`src/rtl/cfg_bank_pkg.sv`:
```
package cfg_bank_pkg;
    localparam int BUS_W = 8;

    typedef enum logic [1:0] {
        ST_LOCKED  = 2'd0,
        ST_READY   = 2'd1,
        ST_RESPOND = 2'd2
    } host_state_t;

    localparam logic [BUS_W-1:0] IDX_DEVSEL  = 8'h07;
    localparam logic [BUS_W-1:0] IDX_CHIPID  = 8'h20;
    localparam logic [BUS_W-1:0] IDX_PINFN   = 8'h24;
    localparam logic [BUS_W-1:0] IDX_BANKLO  = 8'h30;
    localparam logic [BUS_W-1:0] IDX_DEVACT  = 8'h30;
    localparam logic [BUS_W-1:0] IDX_BASE_HI = 8'h62;
    localparam logic [BUS_W-1:0] IDX_BASE_LO = 8'h63;
    localparam logic [BUS_W-1:0] NO_REG      = 8'hFF;
endpackage

```
`src/rtl/cfg_host_fsm.sv`:
```
module cfg_host_fsm
    import cfg_bank_pkg::*;
(
    input  logic clk,
    input  logic rst_n,
    input  logic ext_en,
    input  logic bus_wr,
    input  logic bus_rd,
    output logic wr_ok,
    output logic rd_ok,
    output logic rsp_valid
);
    host_state_t state_q, state_d;

    // state register
    always_ff @(posedge clk) begin
        if (!rst_n) state_q <= ST_LOCKED;
        else        state_q <= state_d;
    end

    // next state
    always_comb begin
        state_d = state_q;
        unique case (state_q)
            ST_LOCKED:  state_d = ext_en ? ST_READY : ST_LOCKED;
            ST_READY: begin
                if (!ext_en)     state_d = ST_LOCKED;
                else if (bus_rd) state_d = ST_RESPOND;
                else             state_d = ST_READY;
            end
            ST_RESPOND: state_d = ext_en ? ST_READY : ST_LOCKED;
            default:    state_d = ST_LOCKED;
        endcase
    end

    // outputs
    always_comb begin
        wr_ok     = 1'b0;
        rd_ok     = 1'b0;
        rsp_valid = 1'b0;
        unique case (state_q)
            ST_LOCKED:  ;
            ST_READY: begin
                wr_ok = ext_en & bus_wr;
                rd_ok = ext_en & bus_rd;
            end
            ST_RESPOND: rsp_valid = 1'b1;
            default:    ;
        endcase
    end
endmodule

```
`src/rtl/cfg_reg_file.sv`:
```
module cfg_reg_file
    import cfg_bank_pkg::*;
#(
    parameter int                DW        = BUS_W,
    parameter logic [BUS_W-1:0]  CHIP_ID   = 8'hA0,
    parameter logic [BUS_W-1:0]  FLASH_DEV = 8'h06
) (
    input  logic          clk,
    input  logic          rst_n,
    input  logic          wr_ok,
    input  logic          rd_ok,
    input  logic          sel_data,
    input  logic [DW-1:0] wdata,
    output logic [DW-1:0] rdata,
    output logic          pin_en,
    output logic          dev_act,
    output logic [2*DW-1:0] base
);
    localparam int NBYTE = 2;

    logic [DW-1:0] index_q, devsel_q, pinfn_q, act_q;
    logic [DW-1:0] base_q [NBYTE];
    logic [DW-1:0] data_mux;
    logic          bank_hit;

    assign bank_hit = (devsel_q == FLASH_DEV);

    always_ff @(posedge clk) begin
        if (!rst_n) begin
            index_q  <= '0;
            devsel_q <= '0;
            pinfn_q  <= '0;
            act_q    <= '0;
        end else if (wr_ok) begin
            if (!sel_data) begin
                index_q <= wdata;
            end else if (index_q < IDX_BANKLO) begin
                if (index_q == IDX_DEVSEL) devsel_q <= wdata;
                if (index_q == IDX_PINFN)  pinfn_q  <= wdata;
            end else if (bank_hit && index_q == IDX_DEVACT) begin
                act_q <= wdata;
            end
        end
    end

    // base address bytes: byte 1 = high (0x62), byte 0 = low (0x63)
    for (genvar b = 0; b < NBYTE; b++) begin : g_base
        localparam logic [DW-1:0] MY_IDX = (b == 1) ? IDX_BASE_HI : IDX_BASE_LO;
        always_ff @(posedge clk) begin
            if (!rst_n)
                base_q[b] <= '0;
            else if (wr_ok && sel_data && bank_hit && index_q == MY_IDX)
                base_q[b] <= wdata;
        end
        assign base[b*DW +: DW] = base_q[b];
    end

    always_comb begin
        data_mux = NO_REG;
        if (index_q < IDX_BANKLO) begin
            case (index_q)
                IDX_DEVSEL: data_mux = devsel_q;
                IDX_CHIPID: data_mux = CHIP_ID;
                IDX_PINFN:  data_mux = pinfn_q;
                default:    data_mux = NO_REG;
            endcase
        end else if (bank_hit) begin
            case (index_q)
                IDX_DEVACT:  data_mux = act_q;
                IDX_BASE_HI: data_mux = base_q[1];
                IDX_BASE_LO: data_mux = base_q[0];
                default:     data_mux = NO_REG;
            endcase
        end
    end

    always_ff @(posedge clk) begin
        if (!rst_n)     rdata <= '0;
        else if (rd_ok) rdata <= sel_data ? data_mux : index_q;
    end

    assign pin_en  = pinfn_q[1];
    assign dev_act = act_q[0];
endmodule

```
`src/rtl/cfg_index_bank.sv`:
```
module cfg_index_bank
    import cfg_bank_pkg::*;
#(
    parameter int               DW        = BUS_W,
    parameter logic [BUS_W-1:0] CHIP_ID   = 8'hA0,
    parameter logic [BUS_W-1:0] FLASH_DEV = 8'h06
) (
    input  logic            clk,
    input  logic            rst_n,
    input  logic            ext_en,
    input  logic            bus_wr,
    input  logic            bus_rd,
    input  logic            bus_sel,
    input  logic [DW-1:0]   bus_wdata,
    output logic            rd_valid,
    output logic [DW-1:0]   rd_data,
    output logic            flash_pin_en,
    output logic            flash_act,
    output logic            flash_en,
    output logic [2*DW-1:0] flash_base
);
    logic wr_ok, rd_ok;

    cfg_host_fsm u_fsm (
        .clk       (clk),
        .rst_n     (rst_n),
        .ext_en    (ext_en),
        .bus_wr    (bus_wr),
        .bus_rd    (bus_rd),
        .wr_ok     (wr_ok),
        .rd_ok     (rd_ok),
        .rsp_valid (rd_valid)
    );

    cfg_reg_file #(.DW(DW), .CHIP_ID(CHIP_ID), .FLASH_DEV(FLASH_DEV)) u_regs (
        .clk      (clk),
        .rst_n    (rst_n),
        .wr_ok    (wr_ok),
        .rd_ok    (rd_ok),
        .sel_data (bus_sel),
        .wdata    (bus_wdata),
        .rdata    (rd_data),
        .pin_en   (flash_pin_en),
        .dev_act  (flash_act),
        .base     (flash_base)
    );

    assign flash_en = flash_pin_en & flash_act;
endmodule

```
`config.mk`:
```
export PLATFORM = sky130hd
export DESIGN_NAME = cfg_index_bank
export DESIGN_NICKNAME = d
export VERILOG_FILES = /design/src/rtl/cfg_bank_pkg.sv /design/src/rtl/cfg_host_fsm.sv /design/src/rtl/cfg_reg_file.sv /design/src/rtl/cfg_index_bank.sv
export SDC_FILE = /design/constraint.sdc
export NUM_CORES = 1
export LEC_CHECK = 0
export ABC_AREA = 1
export BUFFER_PORTS_ARGS = -buffer_cell sky130_fd_sc_hd__buf_2
export CAP_MARGIN = 20
export CORE_MARGIN = 1.5
export CORE_UTILIZATION = 60
export DETAILED_ROUTE_END_ITERATION = 8
export PLACE_DENSITY = 0.93
export SYNTH_ARGS = -nofsm -noshare
export SYNTH_HDL_FRONTEND = slang
export SYNTH_HIERARCHICAL = 1
export SYNTH_SLANG_ARGS = --single-unit
```
`constraint.sdc`:
```
create_clock -name clk -period 4.1 [get_ports clk]
set_input_delay 0.205 -clock clk [delete_from_list [all_inputs] [get_ports clk]]
set_output_delay 0.205 -clock clk [all_outputs]
set_load 0.03 [all_outputs]
```
* After elaboration in Yosys (flattened, before gate mapping)
Memories as Yosys holds them, arrays and structs flattened.
Index checks and enable logic that the tools add are counted.
** Word-level totals
- Bits in registers :: 42
- Memory bits (writable) :: 16
- Word-level logic and storage cells :: 56
- Memories kept :: 1
** Memory list
- u_regs.base_q :: depth 2, bits a word 8, read ports 2, clocked after memory_dff 0, wr ports 2, line cfg_reg_file.sv:22 : logic [DW-1:0] base_q [NBYTE];
** Cells by class
- $lt $le $gt $ge :: 1
- Eq/ne operators :: 9
- Multiplexer cells :: 21
- Bitwise operators :: 7
- Reduce and logical (&&, ||, !) cells :: 11
** Operator list (count)
- case mux 8 bit (3 select lines) :: 2
- 2-to-1 mux 8 bit :: 5
- equality test 8 x 6 -> 1 bit (second input constant) :: 3
- equality test 8 x 3 -> 1 bit (second input constant) :: 2
- equality test 8 x 7 -> 1 bit (second input constant) :: 2
- AND reduction 4 bit :: 3
- 2-to-1 mux 1 bit :: 11
- less-than comparator 8 x 6 -> 1 bit (second input constant) :: 1
- logical AND 1 bit :: 5
- 2-to-1 mux 2 bit :: 2
- case mux 2 bit (2 select lines) :: 1
- AND 1 bit :: 3
- equality test 2 x 1 -> 1 bit (second input constant) :: 1
- equality test 2 bit (second input constant) :: 1
- logical NOT 2 bit :: 1
- NOT 1 bit :: 2
- OR 1 bit :: 2
- AND reduction 2 bit :: 1
- OR reduction 2 bit :: 1

* Longest topological paths before layout
Gate-level depths: netlist of run 1.
- Depth after elaboration :: 9
- Gate-level depth with buffers :: 10
- Mapped depth without buffers :: 10

* Cells and area by module
Netlist of run 1, hierarchy kept.
** By module, submodules not included
- cfg_reg_file :: instances 1, cells an instance 352, area an instance 2931.6 µm²
- cfg_host_fsm :: instances 1, cells an instance 16, area an instance 101.3 µm²
- cfg_index_bank :: instances 1, cells an instance 2, area an instance 7.5 µm²

* Worst setup path after synthesis of run 1
No wires, ideal clock.
- Path type :: reg2reg
- From :: register u_regs.index_q[1]
- To :: memory u_regs/base_q[1][0] (netlist name), enable pin
- Arrival :: 1.500 ns
- Slack :: 2.216 ns
- Cell stages (with the launch flop) :: 5
- Buffers on the path :: 0
- Clock period less this slack :: 1.884 ns
- Cell sequence :: dfxtp_1 > nand2_2 > nor2_4 > nand2_1 > o21ai_0
** RTL lines
- start, declared :: line cfg_reg_file.sv:21 : logic [DW-1:0] index_q, devsel_q, pinfn_q, act_q;
- start signal, assigned :: line cfg_reg_file.sv:36 : index_q <= wdata;
- end, declared :: line cfg_reg_file.sv:22

==> flow_summary.json, run 1 <==
{
  "outcome": "finished, final reports clean",
  "clkLatencyLatePin_ps": 340,
  "wl_mm": 7.85,
  "path_class": "flop to flop",
  "initial_utilization_pct": 63.1,
  "fin_crit_ps": 2300,
  "final_nets": 427,
  "vdd_drop_max_v": 0.000220,
  "die_y_um": 74.2,
  "rrSetupSlack_ps": 1800,
  "grt_usage_pct": 30.6,
  "dpl_worst_slack_ps": 1810,
  "max_freq_mhz": 434,
  "num_rows": 25,
  "final_core_util_pct": 71.7,
  "antenna_left": 0,
  "path_cells": "nand2_2, nor2_1, buf_4, nand2_1, o21ai_0",
  "n_antenna_cell": 0,
  "synth_top_family_by_area": "simple AND/OR/NAND/NOR gates",
  "synthArstFlopShare_pct": 0,
  "critical-path-top-delay-family": "compound AO/OA/AOI/OAI gates",
  "routabilityCongestion": 1.00,
  "numPortBuffers": 41,
  "cts_sinks": 58,
  "final_max_slew_viol_count": 0,
  "hold_buffers": 0,
  "fin_setup_tns_ps": 0,
  "grt_pass1_vias": 2537,
  "rsz0062_at_grt": "false",
  "viasPerCell": 5.84,
  "crit_path_end_kind": "flop",
  "hold_violations": 0,
  "syn_inst": 370,
  "drtPass1Iterations": 5,
  "synth_commonest_cells": "nand2_1 (47), nand3_1 (47), nor2_1 (44)",
  "die_x_um": 74.2,
  "cp_num_buf_inv": 1,
  "grt_pass1_wl_mm": 12.2,
  "tightest_slew_ps": 1140,
  "cts_setup_buffers": 0,
  "dp_hpwl_mm": 5.68,
  "synth_warnings": 6,
  "syn-num-nets": 384,
  "finalSetupViolCount": 0,
  "cp_slowest_stage_delay_ps": 910,
  "drive_above_1_share_pct": 26.6,
  "crit_fanout": 20,
  "synthAdderAreaFrac_pct": 0,
  "skew_ps": 5.48,
  "overflow": 0,
  "die_area_sq_mm": 0.00550,
  "synth_compound_area_share_pct": 16.5,
  "cts_tree": "yes",
  "core_sq_mm": 0.00482,
  "wire_per_inst_um": 16.2,
  "ys_seq_elements": 58,
  "numCtsBuffers": 9,
  "synth_flop_cell": "dfxtp_1",
  "critPathLaunchType": "flop",
  "synth-edff-count": 16,
  "ys_top_cells_by_area": "dfxtp_1 (28%), edfxtp_1 (16%), nand3_1 (7.7%), a21oi_1 (6.4%), nand2_1 (5.8%)",
  "cts_buffer_depth": 2,
  "crit_required_ps": 4060,
  "path_clk_slew_ps": 60,
  "syn-mean-instance-area_sq_um": 8.22,
  "cp.arrival_ps": 2260,
  "drc": 0,
  "antenna_found_initial": 0,
  "slew_headroom_pct": 22.9,
  "vias": 2832,
  "io-pin-count": 42,
  "yosysSeqAreaShare_pct": 43.5,
  "syn_area_sq_mm": 0.00304,
  "fin_ws_ps": 1800,
  "total_power_uw": 1200,
  "synth_top_cell_by_area": "dfxtp_1",
  "area_growth_pct": 13.7,
  "post-route-period-util_pct": 56.1,
  "synth-simple-area-share_pct": 33.0,
  "ys_types": 31,
  "cts_root_buffer": "clkbuf_8",
  "synth_top_area_share_pct": 27.7,
  "maxCapViolCount": 0,
  "cts_resized": 0,
  "drtIter0Drc": 295,
  "power.leakage_uw": 0.00153,
  "hp-class": "input port to flop",
  "slowest_stage": "o21ai_0",
  "grt_max_degree": 47,
  "htree_num_levels": 3,
  "power.density_mw_per_mm2": 348,
  "yosys.area_share.xor_xnor_pct": 0,
  "finalHoldWorstSlack_ps": 121,
  "synth_mux_area_share_pct": 0
}
==> worst min-delay path, delay by kind of cell <==
family        cells  cell delay, ps
simple gates      2              90
buf+inv           1             120
==> metrics by stage <==
step	instance area (sq um)	std cells
floorplan	3040	370
global placement	3270	468
detailed placement	3270	468
CTS	3450	484
global route	3460	485
finish	3460	485
==> cell families (layout without fill, tap and decap cells) <==
family	count (synthesis)	after routing
simple gates	173	173
compound gates	91	91
flops	58	58
buf+inv	48	96
==> per-layer routing <==
metal	vias up	global-route usage (%)	share of wire, %
met1	1301	37.3	39
li1	1330	-	-
met3	44	5.42	7.5
met4	0	17.3	4.7
met2	157	50.9	49
met5	-	0	0
==> registers in the layout (all words and copies together) (netlist names) <==
| register | flops |
|---|---|
| u_regs/base_q | 16 |
| u_regs/act_q | 8 |
| u_regs/devsel_q | 8 |
| u_regs/index_q | 8 |
| u_regs/pinfn_q | 8 |
| u_regs/rdata | 8 |
| u_fsm/state_q | 2 |
==> power breakdown <==
| part | total [uW] | internal [uW] | switching (uW) | leakage (uW) |
|---|---|---|---|---|
| sequential | 605 | 598 | 6.84 | 0.000504 |
| clock | 497 | 273 | 224 | 0.0000939 |
| combinational | 102 | 25.7 | 75.9 | 0.000931 |
==> path summary, 6_finish.rpt <==
kind | cells past startpoint | start | to
setup / recovery | 5 | u_regs/index_q[5]$_SDFFE_PN0P_ | u_regs/base_q[1][1]$_SDFFCE_PN0P_
hold / removal | 3 | ext_en | u_fsm/state_q[0]$_SDFF_PN0_
setup reg to reg | 5 | u_regs/index_q[5]$_SDFFE_PN0P_ | u_regs/base_q[1][1]$_SDFFCE_PN0P_
hold reg to reg | 2 | u_regs/pinfn_q[6]$_SDFFE_PN0P_ | u_regs/pinfn_q[6]$_SDFFE_PN0P_
==> layout make-up <==
cell class,instances,area [sq um]
timing repair buffer,43,218
multi-input combinational,264,1510
clock buffer,9,124
clock inverter,7,60.1
fill,390,1360
tap,67,83.8
sequential,58,1320
inverter,37,144
==> layout by cell type (no fill, tap or decap), types with 2 or more instances in the layout <==
master / netlist / final
nor2_8: 5 / 5
o21ai_2: 3 / 3
buf_2: 4 / 41
nand3_2: 2 / 2
nand2_1: 47 / 47
nor3_2: 2 / 2
nand4_4: 2 / 2
nand2_2: 6 / 6
inv_2: 8 / 8
a21oi_2: 9 / 9
edfxtp_1: 16 / 16
clkinv_2: 0 / 3
a21oi_1: 39 / 39
nor2_4: 6 / 6
nor2_1: 44 / 44
nand3_1: 47 / 47
clkinv_1: 0 / 2
clkbuf_8: 0 / 9
dfxtp_1: 42 / 42
nand2_4: 5 / 5
o21ai_1: 5 / 5
o21ai_0: 34 / 34
inv_1: 28 / 28
nand2_8: 2 / 2
No activity file was read; power rests on OpenSTA's default activity.
==> inputs of run 2 (changes only) <==
--- a/config.mk
+++ b/config.mk
@@ -9,9 +9,9 @@
 export BUFFER_PORTS_ARGS = -buffer_cell sky130_fd_sc_hd__buf_2
 export CAP_MARGIN = 20
 export CORE_MARGIN = 1.5
-export CORE_UTILIZATION = 60
+export CORE_UTILIZATION = 57
 export DETAILED_ROUTE_END_ITERATION = 8
-export PLACE_DENSITY = 0.93
+export PLACE_DENSITY = 0.89
 export SYNTH_ARGS = -nofsm -noshare
 export SYNTH_HDL_FRONTEND = slang
 export SYNTH_HIERARCHICAL = 1
==> constraint.sdc (replaced) <==
create_clock -name clk -period 2.28 [get_ports clk]
set_input_delay 0.114 -clock clk [delete_from_list [all_inputs] [get_ports clk]]
set_output_delay 0.114 -clock clk [all_outputs]
set_load 0.03 [all_outputs]
==> flow_summary.json, run 2 (same netlist as run 1, synthesis figures left out) <==
{
  "stdcell_count": 491,
  "wl_met1_mm": 3.28,
  "power.density_mw_per_mm2": 677,
  "cts_sinks": 58,
  "initial_utilization_pct": 59.2,
  "final_core_util_pct": 68.7,
  "drc": 0,
  "hold_violations": 0,
  "cts_buffer_depth": 2,
  "crit_required_ps": 2330,
  "path_class": "flop to flop",
  "max_freq_mhz": 549,
  "slowest_stage": "dfxtp_1",
  "hp-class": "input port to flop",
  "cts_root_buffer": "clkbuf_8",
  "wire_per_inst_um": 16.4,
  "drtIter0Drc": 301,
  "routabilityCongestion": 0.918,
  "fillCellCount": 426,
  "top_register": "u_regs/base_q",
  "hold_buffers": 0,
  "htree_num_levels": 3,
  "rsz0062_at_grt": "false",
  "antenna_left": 0,
  "io-pin-count": 42,
  "fin_crit_ps": 1820,
  "cp_num_buf_inv": 3,
  "dpl.cell_count": 475,
  "numCtsBuffers": 9,
  "n_antenna_cell": 0,
  "cts_tree": "yes",
  "maxCapViolCount": 0,
  "core_sq_mm": 0.00514,
  "critPathLaunchType": "flop",
  "path_cells": "inv_2, nand2_1, nor2_1, buf_4, nand2_1, o21ai_0, buf_4",
  "dr_wl_met2_mm": 3.85,
  "path_clk_slew_ps": 70,
  "vias": 2810,
  "dpl_worst_slack_ps": 533,
  "outcome": "finished, final reports clean",
  "viasPerCell": 5.72,
  "cts_resized": 0,
  "die_y_um": 76.0,
  "clkLatencyLatePin_ps": 340,
  "skew_ps": 8.93,
  "numPortBuffers": 41,
  "grt_usage_pct": 28.6,
  "fin_setup_tns_ps": 0,
  "die_area_sq_mm": 0.00578,
  "highest_layer": "met4",
  "cp_slowest_stage_delay_ps": 330,
  "finalSetupViolCount": 0,
  "largest_reg_flops": 16,
  "final_cell_mix": "nand2_1 (47), nand3_1 (47), nor2_1 (44), dfxtp_1 (42), buf_2 (41)",
  "final_max_slew_viol_count": 0,
  "wl_met3_um": 546,
  "power.leakage_uw": 0.00156,
  "cp.arrival_ps": 1870,
  "tightest_slew_ps": 493,
  "area_growth_pct": 16.2,
  "num_rows": 26,
  "crit_path_end_kind": "flop",
  "grt_max_degree": 28,
  "slew_headroom_pct": 67.1,
  "post-route-period-util_pct": 79.9,
  "grt_pass1_wl_mm": 12.7,
  "die_x_um": 76.0,
  "fin_ws_ps": 458,
  "cts_setup_buffers": 0,
  "crit_fanout": 8,
  "critical-path-top-delay-family": "buffers and inverters",
  "antenna_found_initial": 0,
  "dp_hpwl_mm": 5.81,
  "drtPass1Iterations": 5,
  "multi_input_area_sq_mm": 0.00151,
  "overflow": 0,
  "wl_mm": 8.05,
  "grt_pass1_vias": 2609,
  "drive_above_1_share_pct": 26.8,
  "final_nets": 430,
  "vdd_drop_max_v": 0.000360,
  "regArea_sq_mm": 0.00132
}
## run 2: metal layers
metal | vias to the layer above | global-route usage [%]
met5 | - | 0
met4 | 0 | 16.3
met3 | 36 | 4.43
met2 | 147 | 46.8
met1 | 1291 | 36.0
li1 | 1336 | -
## run 2: final cells by class
cell class | instances | share of cell area, %
Clock buffer | 10 | 3.61
Clock inverter | 6 | 2.97
Inverter | 37 | 4.07
Multi-Input combinational cell | 264 | 42.6
Sequential cell | 58 | 37.4
Tap cell | 70 | 2.48
Timing Repair Buffer | 46 | 6.87
## run 2: worst min-delay path, stage by stage
cell	delay (ps)
buf_2	120
nand2_1	70
nor2_1	40
## run 2: power by group
part / total [uW] / leakage, uW / switching, uW / internal (uW)
clock: 1120 / 0.000112 / 397 / 718
combinational: 188 / 0.000947 / 139 / 48.7
sequential: 1090 / 0.000504 / 12.5 / 1080
## run 2: worst paths after layout
path	cells past startpoint	slack [ps]	to	startpoint
max	7	460	u_regs/base_q[0][5]$_SDFFCE_PN0P_	u_regs/index_q[7]$_SDFFE_PN0P_
min reg2reg	2	450	u_regs/pinfn_q[6]$_SDFFE_PN0P_	u_regs/pinfn_q[6]$_SDFFE_PN0P_
max reg2reg	7	460	u_regs/base_q[0][5]$_SDFFCE_PN0P_	u_regs/index_q[7]$_SDFFE_PN0P_
min	3	50	u_fsm/state_q[0]$_SDFF_PN0_	ext_en
## run 2: per-stage QoR
step	total power (uW)	hold WS [ps]	cell area, sq um
after floorplan	1220	233	3040
after global placement	1290	369	3300
after CTS	2400	29.2	3530
after detailed placement	1290	397	3300
final	2390	48.3	3530
after global routing	2460	32.0	3530
==> inputs of run 3 (changes only) <==
==> constraint.sdc (replaced) <==
create_clock -name clk -period 1.69 [get_ports clk]
set_input_delay 0.0845 -clock clk [delete_from_list [all_inputs] [get_ports clk]]
set_output_delay 0.0845 -clock clk [all_outputs]
set_load 0.03 [all_outputs]
==> flow_summary.json, run 3 (same netlist as run 1, synthesis figures left out) <==
{
  "outcome": "finished, final reports clean",
  "final_nets": 437,
  "crit_path_end_kind": "flop",
  "numPortBuffers": 41,
  "min-delay-start": "bus_rd",
  "tightest_slew_ps": 459,
  "dpl_cell_area_sq_mm": 0.00335,
  "rr_startpoint": "u_regs/index_q[4]$_SDFFE_PN0P_",
  "drtPass1Iterations": 5,
  "viasPerCell": 5.72,
  "die_y_um": 76.0,
  "fin_crit_ps": 1610,
  "antenna_found_initial": 0,
  "rr_endpoint": "u_regs/rdata[3]$_SDFFE_PN0P_",
  "final_cell_mix": "nand3_1 (47), nand2_1 (46), nor2_1 (43), buf_2 (41), dfxtp_1 (41)",
  "drc": 0,
  "combPwrFrac_pct": 8.4,
  "path_clk_slew_ps": 60,
  "power.leakage_uw": 0.00159,
  "cts_buffer_depth": 2,
  "power.share.clock_pct": 43.6,
  "antenna_left": 0,
  "grt_pass1_wl_mm": 12.7,
  "finalSetupViolCount": 0,
  "slew_headroom_pct": 69.3,
  "whs_endpoint": "u_fsm/state_q[1]$_SDFF_PN0_",
  "rsz0062_at_grt": "true",
  "finalHoldWorstSlack_ps": 23.6,
  "min_path_cells": 3,
  "maxCapViolCount": 0,
  "seq_power_share_pct": 48.0,
  "top_register": "u_regs/base_q",
  "postLayoutCellArea_sq_mm": 0.00358,
  "sw_frac_of_total_pct": 24.1,
  "crit_required_ps": 1900,
  "initial_utilization_pct": 59.2,
  "routabilityCongestion": 0.933,
  "num_rows": 26,
  "hold_violations": 0,
  "path_class": "flop to flop",
  "wl_mm": 7.99,
  "largest_reg_flops": 16,
  "dp_hpwl_mm": 5.79,
  "die_area_sq_mm": 0.00578,
  "die_x_um": 76.0,
  "cts_sinks": 58,
  "switchingPower_uw": 737,
  "max_freq_mhz": 622,
  "power.density_mw_per_mm2": 856,
  "drive_above_1_share_pct": 29.0,
  "wire_per_inst_um": 16.0,
  "n_antenna_cell": 0,
  "fin_ws_ps": 81.8,
  "htree_num_levels": 3,
  "cp.arrival_ps": 1820,
  "clkLatencyLatePin_ps": 340,
  "post-route-period-util_pct": 95.2,
  "drtIter0Drc": 305,
  "grt_pass1_vias": 2639,
  "final_common_cell": "nand3_1",
  "numCtsBuffers": 9,
  "skew_ps": 13.2,
  "final_max_slew_viol_count": 0,
  "critPathLaunchType": "flop",
  "rrSetupSlack_ps": 80,
  "intPower_uw": 2320,
  "io-pin-count": 42,
  "vias": 2849,
  "core_sq_mm": 0.00514,
  "cts_root_buffer": "clkbuf_8",
  "hp-class": "input port to flop",
  "dpl_worst_slack_ps": 73.7,
  "grt_max_degree": 25,
  "vdd_drop_max_v": 0.000719,
  "crit_fanout": 8,
  "cts_tree": "yes",
  "overflow": 0,
  "reg2reg_depth": 11,
  "grt_usage_pct": 28.3,
  "area_growth_pct": 17.6
}
## run 3: layout make-up
type                            count  area, sq um
Clock buffer                       14          173
Clock inverter                      2         35.0
Sequential cell                    58         1320
Inverter                           37          144
Fill cell                         433         1560
Tap cell                           70         87.6
Timing Repair Buffer               53          298
Multi-Input combinational cell    264         1520
## run 3: per-layer routing
metal  GRT usage (%)  routed length (um)  part of all wire [%]  vias to the layer above
met1            35.8                3210                    40                     1301
met3            5.87                 669                   8.4                       34
met2            45.9                3850                    48                      162
met4            14.8                 255                   3.2                        0
li1                -                   -                     -                     1352
met5               0                   0                     0                        -
## run 3: per-stage QoR
step	instances	total power [uW]	util [%]	TNS, ps
finish	498	3060	69.6	0
detailed placement	481	1750	65.1	0
global placement	481	1740	65.1	0
global route	498	3140	69.6	-11.4
CTS	498	3060	69.3	0
floorplan	370	1650	-	0
## run 3: timing repair
action | 4_1_cts | 5_1_grt
hold buffers | 1 | 0
endpoints found under the setup margin | 0 | 38
resized for setup | 0 | 5
endpoints found under the hold margin | 1 | 0
setup buffers | 0 | 0
## run 3: worst max path at each step
stage / from / to / slack, ps / cells after the start
floorplan: u_regs/index_q[1]$_SDFFE_PN0P_ / u_regs/base_q[1][0]$_SDFFCE_PN0P_ / 20 / 4
global placement: u_fsm/state_q[1]$_SDFF_PN0_ / u_regs/base_q[0][1]$_SDFFCE_PN0P_ / 110 / 8
finish: u_regs/index_q[4]$_SDFFE_PN0P_ / u_regs/rdata[3]$_SDFFE_PN0P_ / 80 / 11
global route: u_regs/index_q[0]$_SDFFE_PN0P_ / u_regs/pinfn_q[5]$_SDFFE_PN0P_ / -10 / 6
CTS: u_fsm/state_q[1]$_SDFF_PN0_ / u_regs/base_q[0][2]$_SDFFCE_PN0P_ / 50 / 8
detailed placement: u_fsm/state_q[1]$_SDFF_PN0_ / u_regs/base_q[0][3]$_SDFFCE_PN0P_ / 70 / 8
## run 3: power groups by stage
stage | Sequential (uW) | Combinational, uW | Clock (uW)
2_1_floorplan | 1540 | 116 | 0
4_1_cts | 1470 | 252 | 1340
5_1_grt | 1470 | 274 | 1400
3_5_place_dp | 1500 | 249 | 0
3_3_place_gp | 1500 | 246 | 0
6_report | 1470 | 258 | 1330
## run 3: critical path: stages, from the launching register on
cell and delay (ps):
dfxtp_1 410, inv_2 80, nand2_2 90, nor2_1 50, buf_4 160, buf_4 160
nand3_1 70, nand2_1 70, nor2_1 110, nand2_1 80, nand3_1 110, a21oi_1 80
